### src/rtl/mdu_pkg.sv
package mdu_pkg;
  typedef enum logic [1:0] {
    OP_SDIV16 = 2'd0,
    OP_UDIV32 = 2'd1,
    OP_SDIV32 = 2'd2,
    OP_SMUL   = 2'd3
  } mdu_op_e;

  typedef enum logic [1:0] {
    ST_IDLE,
    ST_PREP,
    ST_RUN,
    ST_FIN
  } mdu_state_e;

  localparam int FLG_C = 0;
  localparam int FLG_V = 1;
  localparam int FLG_Z = 2;
  localparam int FLG_N = 3;
endpackage

### src/rtl/mdu_operand_prep.sv
module mdu_operand_prep import mdu_pkg::*; #(
  parameter int DW = 16,
  localparam int QW = 2 * DW
) (
  input  mdu_op_e         op_i,
  input  logic [DW-1:0]   d_i,
  input  logic [DW-1:0]   x_i,
  input  logic [DW-1:0]   y_i,
  output logic [QW-1:0]   dvd_o,
  output logic [DW-1:0]   dvs_o,
  output logic [DW-1:0]   mca_o,
  output logic [DW-1:0]   mcb_o,
  output logic            q_neg_o,
  output logic            r_neg_o,
  output logic            p_neg_o,
  output logic            dvs_zero_o,
  output logic            long_o
);
  logic [DW-1:0] d_abs, x_abs, y_abs;
  logic [QW-1:0] wide, wide_abs;

  always_comb begin
    d_abs    = d_i[DW-1] ? -d_i : d_i;
    x_abs    = x_i[DW-1] ? -x_i : x_i;
    y_abs    = y_i[DW-1] ? -y_i : y_i;
    wide     = {y_i, d_i};
    wide_abs = y_i[DW-1] ? -wide : wide;

    mca_o      = d_abs;
    mcb_o      = y_abs;
    p_neg_o    = d_i[DW-1] ^ y_i[DW-1];
    dvs_zero_o = (x_i == '0);
    dvd_o      = '0;
    dvs_o      = x_abs;
    q_neg_o    = 1'b0;
    r_neg_o    = 1'b0;
    long_o     = 1'b0;
    unique case (op_i)
      OP_SDIV16: begin
        // left-aligned so 16 steps leave the quotient in the low half
        dvd_o   = {d_abs, {DW{1'b0}}};
        q_neg_o = d_i[DW-1] ^ x_i[DW-1];
        r_neg_o = d_i[DW-1];
      end
      OP_UDIV32: begin
        dvd_o  = wide;
        dvs_o  = x_i;
        long_o = 1'b1;
      end
      OP_SDIV32: begin
        dvd_o   = wide_abs;
        q_neg_o = y_i[DW-1] ^ x_i[DW-1];
        r_neg_o = y_i[DW-1];
        long_o  = 1'b1;
      end
      default: ;
    endcase
  end
endmodule

### src/rtl/mdu_div_core.sv
module mdu_div_core #(
  parameter int DW = 16,
  localparam int QW = 2 * DW
) (
  input  logic          clk_i,
  input  logic          rst_ni,
  input  logic          load_i,
  input  logic          step_i,
  input  logic [QW-1:0] dvd_i,
  input  logic [DW-1:0] dvs_i,
  output logic [QW-1:0] quo_o,
  output logic [DW-1:0] rem_o
);
  logic [DW-1:0] rem_q, dvs_q;
  logic [QW-1:0] quo_q;
  logic [DW:0]   shifted;
  logic [DW+1:0] diff;
  logic          fits;

  always_comb begin
    shifted = {rem_q, quo_q[QW-1]};
    diff    = {1'b0, shifted} - {2'b00, dvs_q};
    fits    = ~diff[DW+1];
  end

  always_ff @(posedge clk_i or negedge rst_ni) begin
    if (!rst_ni) begin
      rem_q <= '0;
      dvs_q <= '0;
      quo_q <= '0;
    end else if (load_i) begin
      rem_q <= '0;
      dvs_q <= dvs_i;
      quo_q <= dvd_i;
    end else if (step_i) begin
      rem_q <= fits ? diff[DW-1:0] : shifted[DW-1:0];
      quo_q <= {quo_q[QW-2:0], fits};
    end
  end

  assign quo_o = quo_q;
  assign rem_o = rem_q;
endmodule

### src/rtl/mdu_mul_core.sv
module mdu_mul_core #(
  parameter int DW = 16,
  localparam int QW = 2 * DW
) (
  input  logic          clk_i,
  input  logic          rst_ni,
  input  logic          load_i,
  input  logic          step_i,
  input  logic [DW-1:0] a_i,
  input  logic [DW-1:0] b_i,
  output logic [QW-1:0] prod_o
);
  logic [QW-1:0] acc_q, mcand_q;
  logic [DW-1:0] mplier_q;

  always_ff @(posedge clk_i or negedge rst_ni) begin
    if (!rst_ni) begin
      acc_q    <= '0;
      mcand_q  <= '0;
      mplier_q <= '0;
    end else if (load_i) begin
      acc_q    <= '0;
      mcand_q  <= {{DW{1'b0}}, a_i};
      mplier_q <= b_i;
    end else if (step_i) begin
      if (mplier_q[0]) acc_q <= acc_q + mcand_q;
      mcand_q  <= mcand_q << 1;
      mplier_q <= mplier_q >> 1;
    end
  end

  assign prod_o = acc_q;
endmodule

### src/rtl/mdu_result_fix.sv
module mdu_result_fix import mdu_pkg::*; #(
  parameter int DW = 16,
  localparam int QW = 2 * DW
) (
  input  mdu_op_e       op_i,
  input  logic [QW-1:0] quo_i,
  input  logic [DW-1:0] rem_i,
  input  logic [QW-1:0] prod_i,
  input  logic          q_neg_i,
  input  logic          r_neg_i,
  input  logic          p_neg_i,
  input  logic          dvs_zero_i,
  input  logic [DW-1:0] d_i,
  input  logic [DW-1:0] x_i,
  input  logic [DW-1:0] y_i,
  input  logic [3:0]    flags_i,
  output logic [DW-1:0] d_o,
  output logic [DW-1:0] x_o,
  output logic [DW-1:0] y_o,
  output logic [3:0]    flags_o
);
  localparam logic [QW-1:0] NEG_LIM = QW'(1) << (DW - 1);
  localparam logic [QW-1:0] POS_LIM = NEG_LIM - QW'(1);

  logic [QW-1:0] q_mag, q_s, p_s;
  logic [DW-1:0] r_s;
  logic          ovf;

  always_comb begin
    q_mag = (op_i == OP_SDIV16) ? {{DW{1'b0}}, quo_i[DW-1:0]} : quo_i;
    q_s   = q_neg_i ? -q_mag : q_mag;
    r_s   = r_neg_i ? -rem_i : rem_i;
    p_s   = p_neg_i ? -prod_i : prod_i;
    if (op_i == OP_UDIV32) ovf = |quo_i[QW-1:DW];
    else                   ovf = q_neg_i ? (q_mag > NEG_LIM) : (q_mag > POS_LIM);

    d_o     = d_i;
    x_o     = x_i;
    y_o     = y_i;
    flags_o = flags_i;
    if (op_i == OP_SMUL) begin
      y_o            = p_s[QW-1:DW];
      d_o            = p_s[DW-1:0];
      flags_o[FLG_Z] = (p_s == '0);
      flags_o[FLG_N] = p_s[QW-1];
      flags_o[FLG_C] = p_s[DW-1];
    end else if (dvs_zero_i) begin
      flags_o[FLG_C] = 1'b1;
    end else begin
      d_o = r_s;
      if (op_i == OP_SDIV16) x_o = q_s[DW-1:0];
      else                   y_o = q_s[DW-1:0];
      flags_o[FLG_C] = 1'b0;
      flags_o[FLG_V] = ovf;
      flags_o[FLG_Z] = (q_mag == '0);
      flags_o[FLG_N] = q_s[DW-1];
    end
  end
endmodule

### src/rtl/ext_muldiv.sv
module ext_muldiv import mdu_pkg::*; #(
  parameter int DW = 16
) (
  input  logic          clk_i,
  input  logic          rst_ni,
  input  logic          start_i,
  input  logic [1:0]    op_i,
  input  logic [DW-1:0] d_i,
  input  logic [DW-1:0] x_i,
  input  logic [DW-1:0] y_i,
  input  logic [3:0]    flags_i,
  output logic          busy_o,
  output logic          done_o,
  output logic [DW-1:0] d_o,
  output logic [DW-1:0] x_o,
  output logic [DW-1:0] y_o,
  output logic [3:0]    flags_o
);
  localparam int QW = 2 * DW;
  localparam int CW = $clog2(QW + 1);

  mdu_state_e    state_q;
  logic [CW-1:0] cnt_q;
  mdu_op_e       op_q;
  logic [DW-1:0] d_q, x_q, y_q;
  logic [3:0]    flags_q;
  logic          done_q;

  logic [QW-1:0] dvd, quo, prod;
  logic [DW-1:0] dvs, mca, mcb, rem;
  logic          q_neg, r_neg, p_neg, dvs_zero, long_op;
  logic [DW-1:0] d_fix, x_fix, y_fix;
  logic [3:0]    flags_fix;

  mdu_operand_prep #(.DW(DW)) u_prep (
    .op_i(op_q), .d_i(d_q), .x_i(x_q), .y_i(y_q),
    .dvd_o(dvd), .dvs_o(dvs), .mca_o(mca), .mcb_o(mcb),
    .q_neg_o(q_neg), .r_neg_o(r_neg), .p_neg_o(p_neg),
    .dvs_zero_o(dvs_zero), .long_o(long_op)
  );

  mdu_div_core #(.DW(DW)) u_div (
    .clk_i, .rst_ni,
    .load_i(state_q == ST_PREP), .step_i(state_q == ST_RUN),
    .dvd_i(dvd), .dvs_i(dvs), .quo_o(quo), .rem_o(rem)
  );

  mdu_mul_core #(.DW(DW)) u_mul (
    .clk_i, .rst_ni,
    .load_i(state_q == ST_PREP), .step_i(state_q == ST_RUN),
    .a_i(mca), .b_i(mcb), .prod_o(prod)
  );

  mdu_result_fix #(.DW(DW)) u_fix (
    .op_i(op_q), .quo_i(quo), .rem_i(rem), .prod_i(prod),
    .q_neg_i(q_neg), .r_neg_i(r_neg), .p_neg_i(p_neg), .dvs_zero_i(dvs_zero),
    .d_i(d_q), .x_i(x_q), .y_i(y_q), .flags_i(flags_q),
    .d_o(d_fix), .x_o(x_fix), .y_o(y_fix), .flags_o(flags_fix)
  );

  always_ff @(posedge clk_i or negedge rst_ni) begin
    if (!rst_ni) begin
      state_q <= ST_IDLE;
      cnt_q   <= '0;
      op_q    <= OP_SDIV16;
      d_q     <= '0;
      x_q     <= '0;
      y_q     <= '0;
      flags_q <= '0;
      done_q  <= 1'b0;
      d_o     <= '0;
      x_o     <= '0;
      y_o     <= '0;
      flags_o <= '0;
    end else begin
      done_q <= 1'b0;
      unique case (state_q)
        ST_IDLE: if (start_i) begin
          op_q    <= mdu_op_e'(op_i);
          d_q     <= d_i;
          x_q     <= x_i;
          y_q     <= y_i;
          flags_q <= flags_i;
          state_q <= ST_PREP;
        end
        ST_PREP: begin
          cnt_q   <= long_op ? CW'(QW) : CW'(DW);
          state_q <= ST_RUN;
        end
        ST_RUN: begin
          cnt_q <= cnt_q - CW'(1);
          if (cnt_q == CW'(1)) state_q <= ST_FIN;
        end
        ST_FIN: begin
          d_o     <= d_fix;
          x_o     <= x_fix;
          y_o     <= y_fix;
          flags_o <= flags_fix;
          done_q  <= 1'b1;
          state_q <= ST_IDLE;
        end
        default: state_q <= ST_IDLE;
      endcase
    end
  end

  assign busy_o = (state_q != ST_IDLE);
  assign done_o = done_q;
endmodule

### config.mk
export PLATFORM = sky130hd
export DESIGN_NAME = ext_muldiv
export DESIGN_NICKNAME = d
export VERILOG_FILES = /design/src/rtl/mdu_pkg.sv /design/src/rtl/mdu_operand_prep.sv /design/src/rtl/mdu_div_core.sv /design/src/rtl/mdu_mul_core.sv /design/src/rtl/mdu_result_fix.sv /design/src/rtl/ext_muldiv.sv
export SDC_FILE = /design/constraint.sdc
export NUM_CORES = 1
export LEC_CHECK = 0
export ABC_CLOCK_PERIOD_IN_PS = 2900
export BUFFER_PORTS_ARGS = -buffer_cell sky130_fd_sc_hd__buf_2
export CAP_MARGIN = 5
export CORE_ASPECT_RATIO = 1.4
export CORE_MARGIN = 2
export CORE_UTILIZATION = 56
export CTS_CLUSTER_DIAMETER = 40
export DETAILED_ROUTE_END_ITERATION = 10
export PLACE_DENSITY_LB_ADDON = 0.05
export REMOVE_ABC_BUFFERS = 1
export SYNTH_ARGS = -nofsm -noshare
export SYNTH_HDL_FRONTEND = slang
export SYNTH_SLANG_ARGS = --single-unit
### constraint.sdc
create_clock -name clk_i -period 2.9 [get_ports clk_i]
set_clock_uncertainty 0.15 [all_clocks]
set_input_delay 0.435 -clock clk_i [delete_from_list [all_inputs] [get_ports clk_i]]
set_output_delay 0.435 -clock clk_i [all_outputs]
set_load 0.03 [all_outputs]
==> impl_metrics.env, run 1 <==
export IMPL_status="complete, but fails checks"
export IMPL_violations="negative setup slack"
export IMPL_slew_viol_final=0
export IMPL_drt_pass1_iterations=6
export IMPL_critPathKind="reg -> reg"
export IMPL_cp_data_arrival_time_ns=3.25
export IMPL_drtAntennaViolNets=0
export IMPL_cp_cell_sequence="inv_2 -> ha_4 -> or3b_4 -> or4_4 -> o31ai_4 -> buf_6 -> buf_4 -> nand2_1 -> xor2_1 -> a222oi_1 -> o22ai_1 -> nand2_1 -> o21ai_0"
export IMPL_tightest_slew_ns=0.8214
export IMPL_post_route_period_util_pct=103.1
export IMPL_setup_ws_ns=-0.09062
export IMPL_drc_errors=0
export IMPL_vias=15810
export IMPL_avgRoutedWirePerCell_um=20.31
export IMPL_gp_congestion=0.9674
export IMPL_setup_viol_count_final=6
export IMPL_hold_viol=0
export IMPL_met1_usage_pct=41.32
export IMPL_yosysWarnings=0
export IMPL_drt_wl_total_mm=53.65
export IMPL_ys_async_sr_fraction_pct=100.0
export IMPL_gr_usage_met3_pct=4.783
export IMPL_via_per_inst=5.988
export IMPL_portBuffers=109
export IMPL_cpMostUsedCell="nand2_1"
export IMPL_cts_inserted_buffers=40
export IMPL_maxCapViolations=0
export IMPL_grt_pass1_wl_mm=83.00
export IMPL_slew_headroom_pct=45.24
export IMPL_rsz0062_at_grt="true"
export IMPL_hpwl_mm=38.58
export IMPL_root_buffer="clkbuf_16"
export IMPL_final_seq_area_um2=6456
export IMPL_synthCells=1937
export IMPL_layout_drive_gt1_share_pct=25.93
export IMPL_fp_dieArea_um2=31650
export IMPL_start_kind="flip-flop"
export IMPL_n_fill_cell=2262
export IMPL_synth_edf_count=0
export IMPL_ios=111
export IMPL_die_y_um=209.7
export IMPL_antenna_found_initial=2
export IMPL_synth_ff_type="dfrtp_1"
export IMPL_final_nets=2351
export IMPL_initial_core_util_pct=56.71
export IMPL_ys_types=74
export IMPL_fin_hold_ws_ns=0.02941
export IMPL_critPathMaxFanout=5
export IMPL_grtUsageTotal_pct=33.73
export IMPL_grt_max_degree=77
export IMPL_syn_area_per_cell_um2=8.737
export IMPL_grt_pass1_vias=15630
export IMPL_slowest_stage="or4_4"
export IMPL_drtIter0Drc=1215
export IMPL_path_clk_slew_ns=0.06
export IMPL_multi_input_area_um2=9968
export IMPL_synth_seq_cells=258
export IMPL_max_stage_delay_ns=0.47
export IMPL_synth_area_um2=16920
export IMPL_diodes=0
export IMPL_area_delta_synth_final_pct=27.49
export IMPL_grt_busiest_layer="met2"
export IMPL_cp_required_ns=3.16
export IMPL_hold_path_class="in -> reg"
export IMPL_die_width_um=150.9
export IMPL_clockBufferDepth=3
export IMPL_grt_use_met2_pct=57.74
export IMPL_cts_tree="yes"
export IMPL_grt_ovfl_total=0
export IMPL_end_kind="flip-flop"
export IMPL_htreeDepth=2
export IMPL_min_period_ns=2.991
export IMPL_clk_latency_ns=0.55
export IMPL_fp_row_count=75
export IMPL_synth_seq_area_share_pct=38.15
export IMPL_core_area_um2=29840
export IMPL_max_freq_ghz=0.3344
export IMPL_cts_sinks=258
## critical path, delay by kind of cell (launching register included)
family                   cells  cell delay (ns)
AO/OA/AOI/OAI                4             0.69
XOR/XNOR                     1             0.17
adder cells (fa/ha/maj)      1             0.13
buffers and inverters        3             0.34
flip-flops                   1             0.40
AND/OR/NAND/NOR              4             0.99
## timing repair
| action | in CTS | in global routing |
|---|---|---|
| resized for setup | 34 | 77 |
| gates cloned | 0 | 1 |
| pin swaps | 21 | 42 |
| setup endpoints to repair | 34 | 70 |
| endpoints found under the hold margin | 103 | 0 |
| hold buffers | 50 | 0 |
| setup buffers | 5 | 8 |
## flip-flops by register name, summed over array words and instances (netlist names), 3 cells and up
signal	flops
x_q	16
d_o	16
u_mul.mcand_q	32
flags_o	4
flags_q	3
cnt_q	6
u_div.rem_o	16
d_q	16
u_mul.prod_o	32
y_o	16
u_div.quo_o	32
u_div.dvs_q	16
y_q	16
x_o	16
u_mul.mplier_q	16
## cell usage in the layout (no fill, tap or decap), drive strengths merged, types with 9 or more instances in the layout
cell / Yosys / layout
dlygate4sd3: 0 / 50
a31oi: 19 / 19
mux2i: 41 / 41
o211ai: 10 / 10
xor2: 67 / 67
nand2: 153 / 153
nor4: 14 / 14
nand3b: 19 / 19
nand3: 19 / 19
nor2b: 21 / 21
nand2b: 11 / 11
o22ai: 38 / 38
mux2: 89 / 89
buf: 25 / 326
dfrtp: 258 / 258
nand4: 9 / 9
inv: 126 / 135
nor2: 185 / 185
o41ai: 9 / 9
a211oi: 24 / 24
o21a: 12 / 12
ha: 65 / 65
a221oi: 13 / 13
nor3: 27 / 27
a22oi: 13 / 13
o31ai: 15 / 15
a21oi: 169 / 169
xnor2: 99 / 99
clkbuf: 104 / 46
or3: 22 / 22
o21ai: 149 / 149
a21o: 18 / 18
## layer usage
layer	routed length, um	vias up
li1	-	7403
met1	21150	7684
met2	26480	565
met3	3052	159
met4	2954	2
met5	11	-
## layout make-up
class	instances	share of cell area, %
multi-input combinational	1424	46.20
clock inverter	26	1.484
tap	385	2.233
inverter	126	2.192
sequential	258	29.92
clock buffer	45	4.917
timing repair buffer	377	13.05
## final timing paths
| path | from | slack (ns) | cells past startpoint | to |
|---|---|---|---|---|
| max | d_q[0]$_DFFE_PN0P_ | -0.09 | 13 | u_div.quo_o[26]$_DFFE_PN0P_ |
| min | flags_i[3] | 0.03 | 2 | flags_q[3]$_DFFE_PN0P_ |
| max reg2reg | d_q[0]$_DFFE_PN0P_ | -0.09 | 13 | u_div.quo_o[26]$_DFFE_PN0P_ |
| min reg2reg | y_o[12]$_DFFE_PN0P_ | 0.34 | 1 | y_o[12]$_DFFE_PN0P_ |
| max in group asynchronous | rst_ni | 1.54 | 3 | u_mul.prod_o[10]$_DFFE_PN0P_ |
| min in group asynchronous | rst_ni | 0.26 | 2 | u_div.dvs_q[13]$_DFFE_PN0P_ |
## cell families after synthesis
kind of cell	Yosys count	synth area share, %
buf+inv	255	5.855
simple gates	523	14.47
fa+ha+maj	67	5.042
xor+xnor	166	8.591
flops	258	38.15
compound gates	538	19.55
mux	130	8.347
## stage by stage
step	setup TNS (ns)	area, um2	std cells	util (%)	setup WS, ns
after floorplan	-243.12	16410	1808	-	-2.579
after global placement	-1.667	19110	2508	64.05	-0.2062
after detailed placement	-2.636	19110	2508	64.05	-0.2468
after CTS	-0.1423	21180	2634	70.96	-0.06994
after global routing	-2.071	21580	2641	72.31	-0.2295
final	-0.2509	21580	2641	72.31	-0.09062
## cell usage after synthesis, drive strengths merged (21+ instances only)
cell type / count / area (um2)
inv: 126 / 473.0
o21ai: 149 / 745.7
clkbuf: 104 / 390.4
dfrtp: 258 / 6456
a211oi: 24 / 180.2
nand2: 153 / 574.3
or3: 22 / 142.6
nor2: 185 / 694.4
mux2i: 41 / 410.4
ha: 65 / 813.3
o22ai: 38 / 237.7
mux2: 89 / 1002
a21oi: 169 / 845.8
nor2b: 21 / 131.4
buf: 25 / 127.6
xnor2: 99 / 867.1
nor3: 27 / 135.1
xor2: 67 / 586.8
Power of run 1 is not shown: default switching activity piles up to over one toggle a cycle in this logic, so the estimate is an artifact.
==> inputs of run 2 (changes only) <==
--- a/config.mk
+++ b/config.mk
@@ -6,7 +6,7 @@
 export NUM_CORES = 1
 export LEC_CHECK = 0
 export ABC_CLOCK_PERIOD_IN_PS = 2900
-export BUFFER_PORTS_ARGS = -buffer_cell sky130_fd_sc_hd__buf_2
+export BUFFER_PORTS_ARGS = -buffer_cell sky130_fd_sc_hd__clkbuf_2
 export CAP_MARGIN = 5
 export CORE_ASPECT_RATIO = 1.4
 export CORE_MARGIN = 2
==> run 2 against run 1 <==
The run still ends with negative setup slack left. Critical path depth fell by 1. First-iteration DRC count increased by 0.16%. Non-clock buffer count up 5. Final cell count rose by 0.11%. Global-route usage increased by 0.069 points. Critical endpoint is now u_div.quo_o[28]$_DFFE_PN0P_.
==> impl_metrics.env, run 2 (same netlist as run 1, synthesis figures left out) <==
export IMPL_drt_pass1_iterations=8
export IMPL_final_seq_area_um2=6457
export IMPL_grt_pass1_vias=15440
export IMPL_die_width_um=150.9
export IMPL_grt_max_degree=77
export IMPL_grt_ovfl_total=0
export IMPL_drt_wl_total_mm=53.58
export IMPL_cp_data_arrival_time_ns=3.21
export IMPL_hold_path_class="in -> reg"
export IMPL_drtIter0Drc=1217
export IMPL_final_common_cell="dfrtp_1"
export IMPL_grtUsageTotal_pct=33.80
export IMPL_worstHoldPathCells=2
export IMPL_setup_ws_ns=-0.04516
export IMPL_core_area_um2=29840
export IMPL_antenna_found_initial=1
export IMPL_dr_wl_met3_mm=3.157
export IMPL_vias=15730
export IMPL_status="complete, but fails checks"
export IMPL_cp_required_ns=3.16
export IMPL_final_nets=2354
export IMPL_critPathKind="reg -> reg"
export IMPL_critPathMaxFanout=5
export IMPL_fp_row_count=75
export IMPL_fp_dieArea_um2=31650
export IMPL_area_delta_synth_final_pct=27.61
export IMPL_maxCapViolations=0
export IMPL_n_fill_cell=2271
export IMPL_diodes=0
export IMPL_avgRoutedWirePerCell_um=20.26
export IMPL_multi_input_area_um2=10030
export IMPL_layout_drive_gt1_share_pct=26.34
export IMPL_htreeDepth=2
export IMPL_slew_viol_final=0
export IMPL_start_kind="flip-flop"
export IMPL_grt_pass1_wl_mm=82.62
export IMPL_violations="negative setup slack"
export IMPL_min_period_ns=2.945
export IMPL_rsz0062_at_grt="true"
export IMPL_hpwl_mm=39.03
export IMPL_met1_length_mm=20.89
export IMPL_setup_viol_count_final=4
export IMPL_cts_inserted_buffers=38
export IMPL_top_layer="met4"
export IMPL_initial_core_util_pct=56.71
export IMPL_wl_met2_mm=26.81
export IMPL_die_y_um=209.7
export IMPL_drc_errors=0
export IMPL_root_buffer="clkbuf_16"
export IMPL_cts_tree="yes"
export IMPL_ios=111
export IMPL_fin_hold_ws_ns=0.02704
export IMPL_reg2regPathDepth=12
export IMPL_drtAntennaViolNets=0
export IMPL_clockBufferDepth=3
export IMPL_cts_sinks=258
export IMPL_end_kind="flip-flop"
export IMPL_path_clk_slew_ns=0.06
export IMPL_post_route_period_util_pct=101.6
export IMPL_max_freq_ghz=0.3395
export IMPL_via_per_inst=5.948
export IMPL_hold_viol=0
export IMPL_portBuffers=109
export IMPL_clk_latency_ns=0.54
export IMPL_slew_headroom_pct=47.13
export IMPL_tightest_slew_ns=0.7930
export IMPL_gp_congestion=0.9491
export IMPL_mostFrequentLayoutCells="dfrtp_1, buf_4, nor2_1, a21oi_1, nand2_1"
-- run 2: repair_timing --
item / 4_1_cts / 5_1_grt
pin swaps: 28 / 42
hold buffers: 50 / 0
resized for setup: 48 / 84
setup buffers: 3 / 7
hold endpoints to repair: 117 / 0
endpoints found under the setup margin: 42 / 62
-- run 2: path summary, 6_finish.rpt --
kind	from	endpoint	slack, ns
max	d_q[0]$_DFFE_PN0P_	u_div.quo_o[28]$_DFFE_PN0P_	-0.05
min	flags_i[3]	flags_q[3]$_DFFE_PN0P_	0.03
max reg2reg	d_q[0]$_DFFE_PN0P_	u_div.quo_o[28]$_DFFE_PN0P_	-0.05
min reg2reg	x_o[10]$_DFFE_PN0P_	x_o[10]$_DFFE_PN0P_	0.35
max in group asynchronous	rst_ni	u_mul.mcand_q[16]$_DFFE_PN0P_	1.49
min in group asynchronous	rst_ni	u_div.rem_o[11]$_DFFE_PN0P_	0.29
-- run 2: final cells by class --
| class | count | area share (%) |
|---|---|---|
| sequential | 258 | 29.90 |
| timing repair buffer | 382 | 13.17 |
| clock buffer | 50 | 5.093 |
| inverter | 126 | 2.190 |
| multi-input combinational | 1424 | 46.43 |
| clock inverter | 19 | 0.9791 |
| tap | 385 | 2.231 |
-- run 2: layer usage --
| metal | up-vias | GRT usage [%] |
|---|---|---|
| met3 | 151 | 4.696 |
| li1 | 7424 | - |
| met4 | 0 | 16.40 |
| met2 | 561 | 58.18 |
| met5 | - | 0 |
| met1 | 7591 | 41.35 |
-- run 2: through the flow --
stage | util (%) | std cells | area [um2] | TNS, ns | setup slack, ns
finish | 72.37 | 2644 | 21600 | -0.1189 | -0.04516
global route | 72.37 | 2644 | 21600 | -1.366 | -0.1921
CTS | 71.04 | 2637 | 21200 | -0.2557 | -0.08904
detailed placement | 64.27 | 2515 | 19180 | -3.307 | -0.2840
global placement | 64.27 | 2515 | 19180 | -1.993 | -0.2396
floorplan | - | 1808 | 16410 | -243.12 | -2.579
-- run 2: critical path, stage by stage (launching register included) --
cell	delay [ns]
dfrtp_1	0.38
inv_2	0.08
ha_4	0.13
or3b_4	0.37
or4_4	0.47
or2_4	0.29
buf_6	0.14
nand2_4	0.06
xnor2_2	0.06
a222oi_1	0.42
o22ai_1	0.11
nand2_1	0.08
o21ai_1	0.06
Power of run 2 is left out for the same reason.
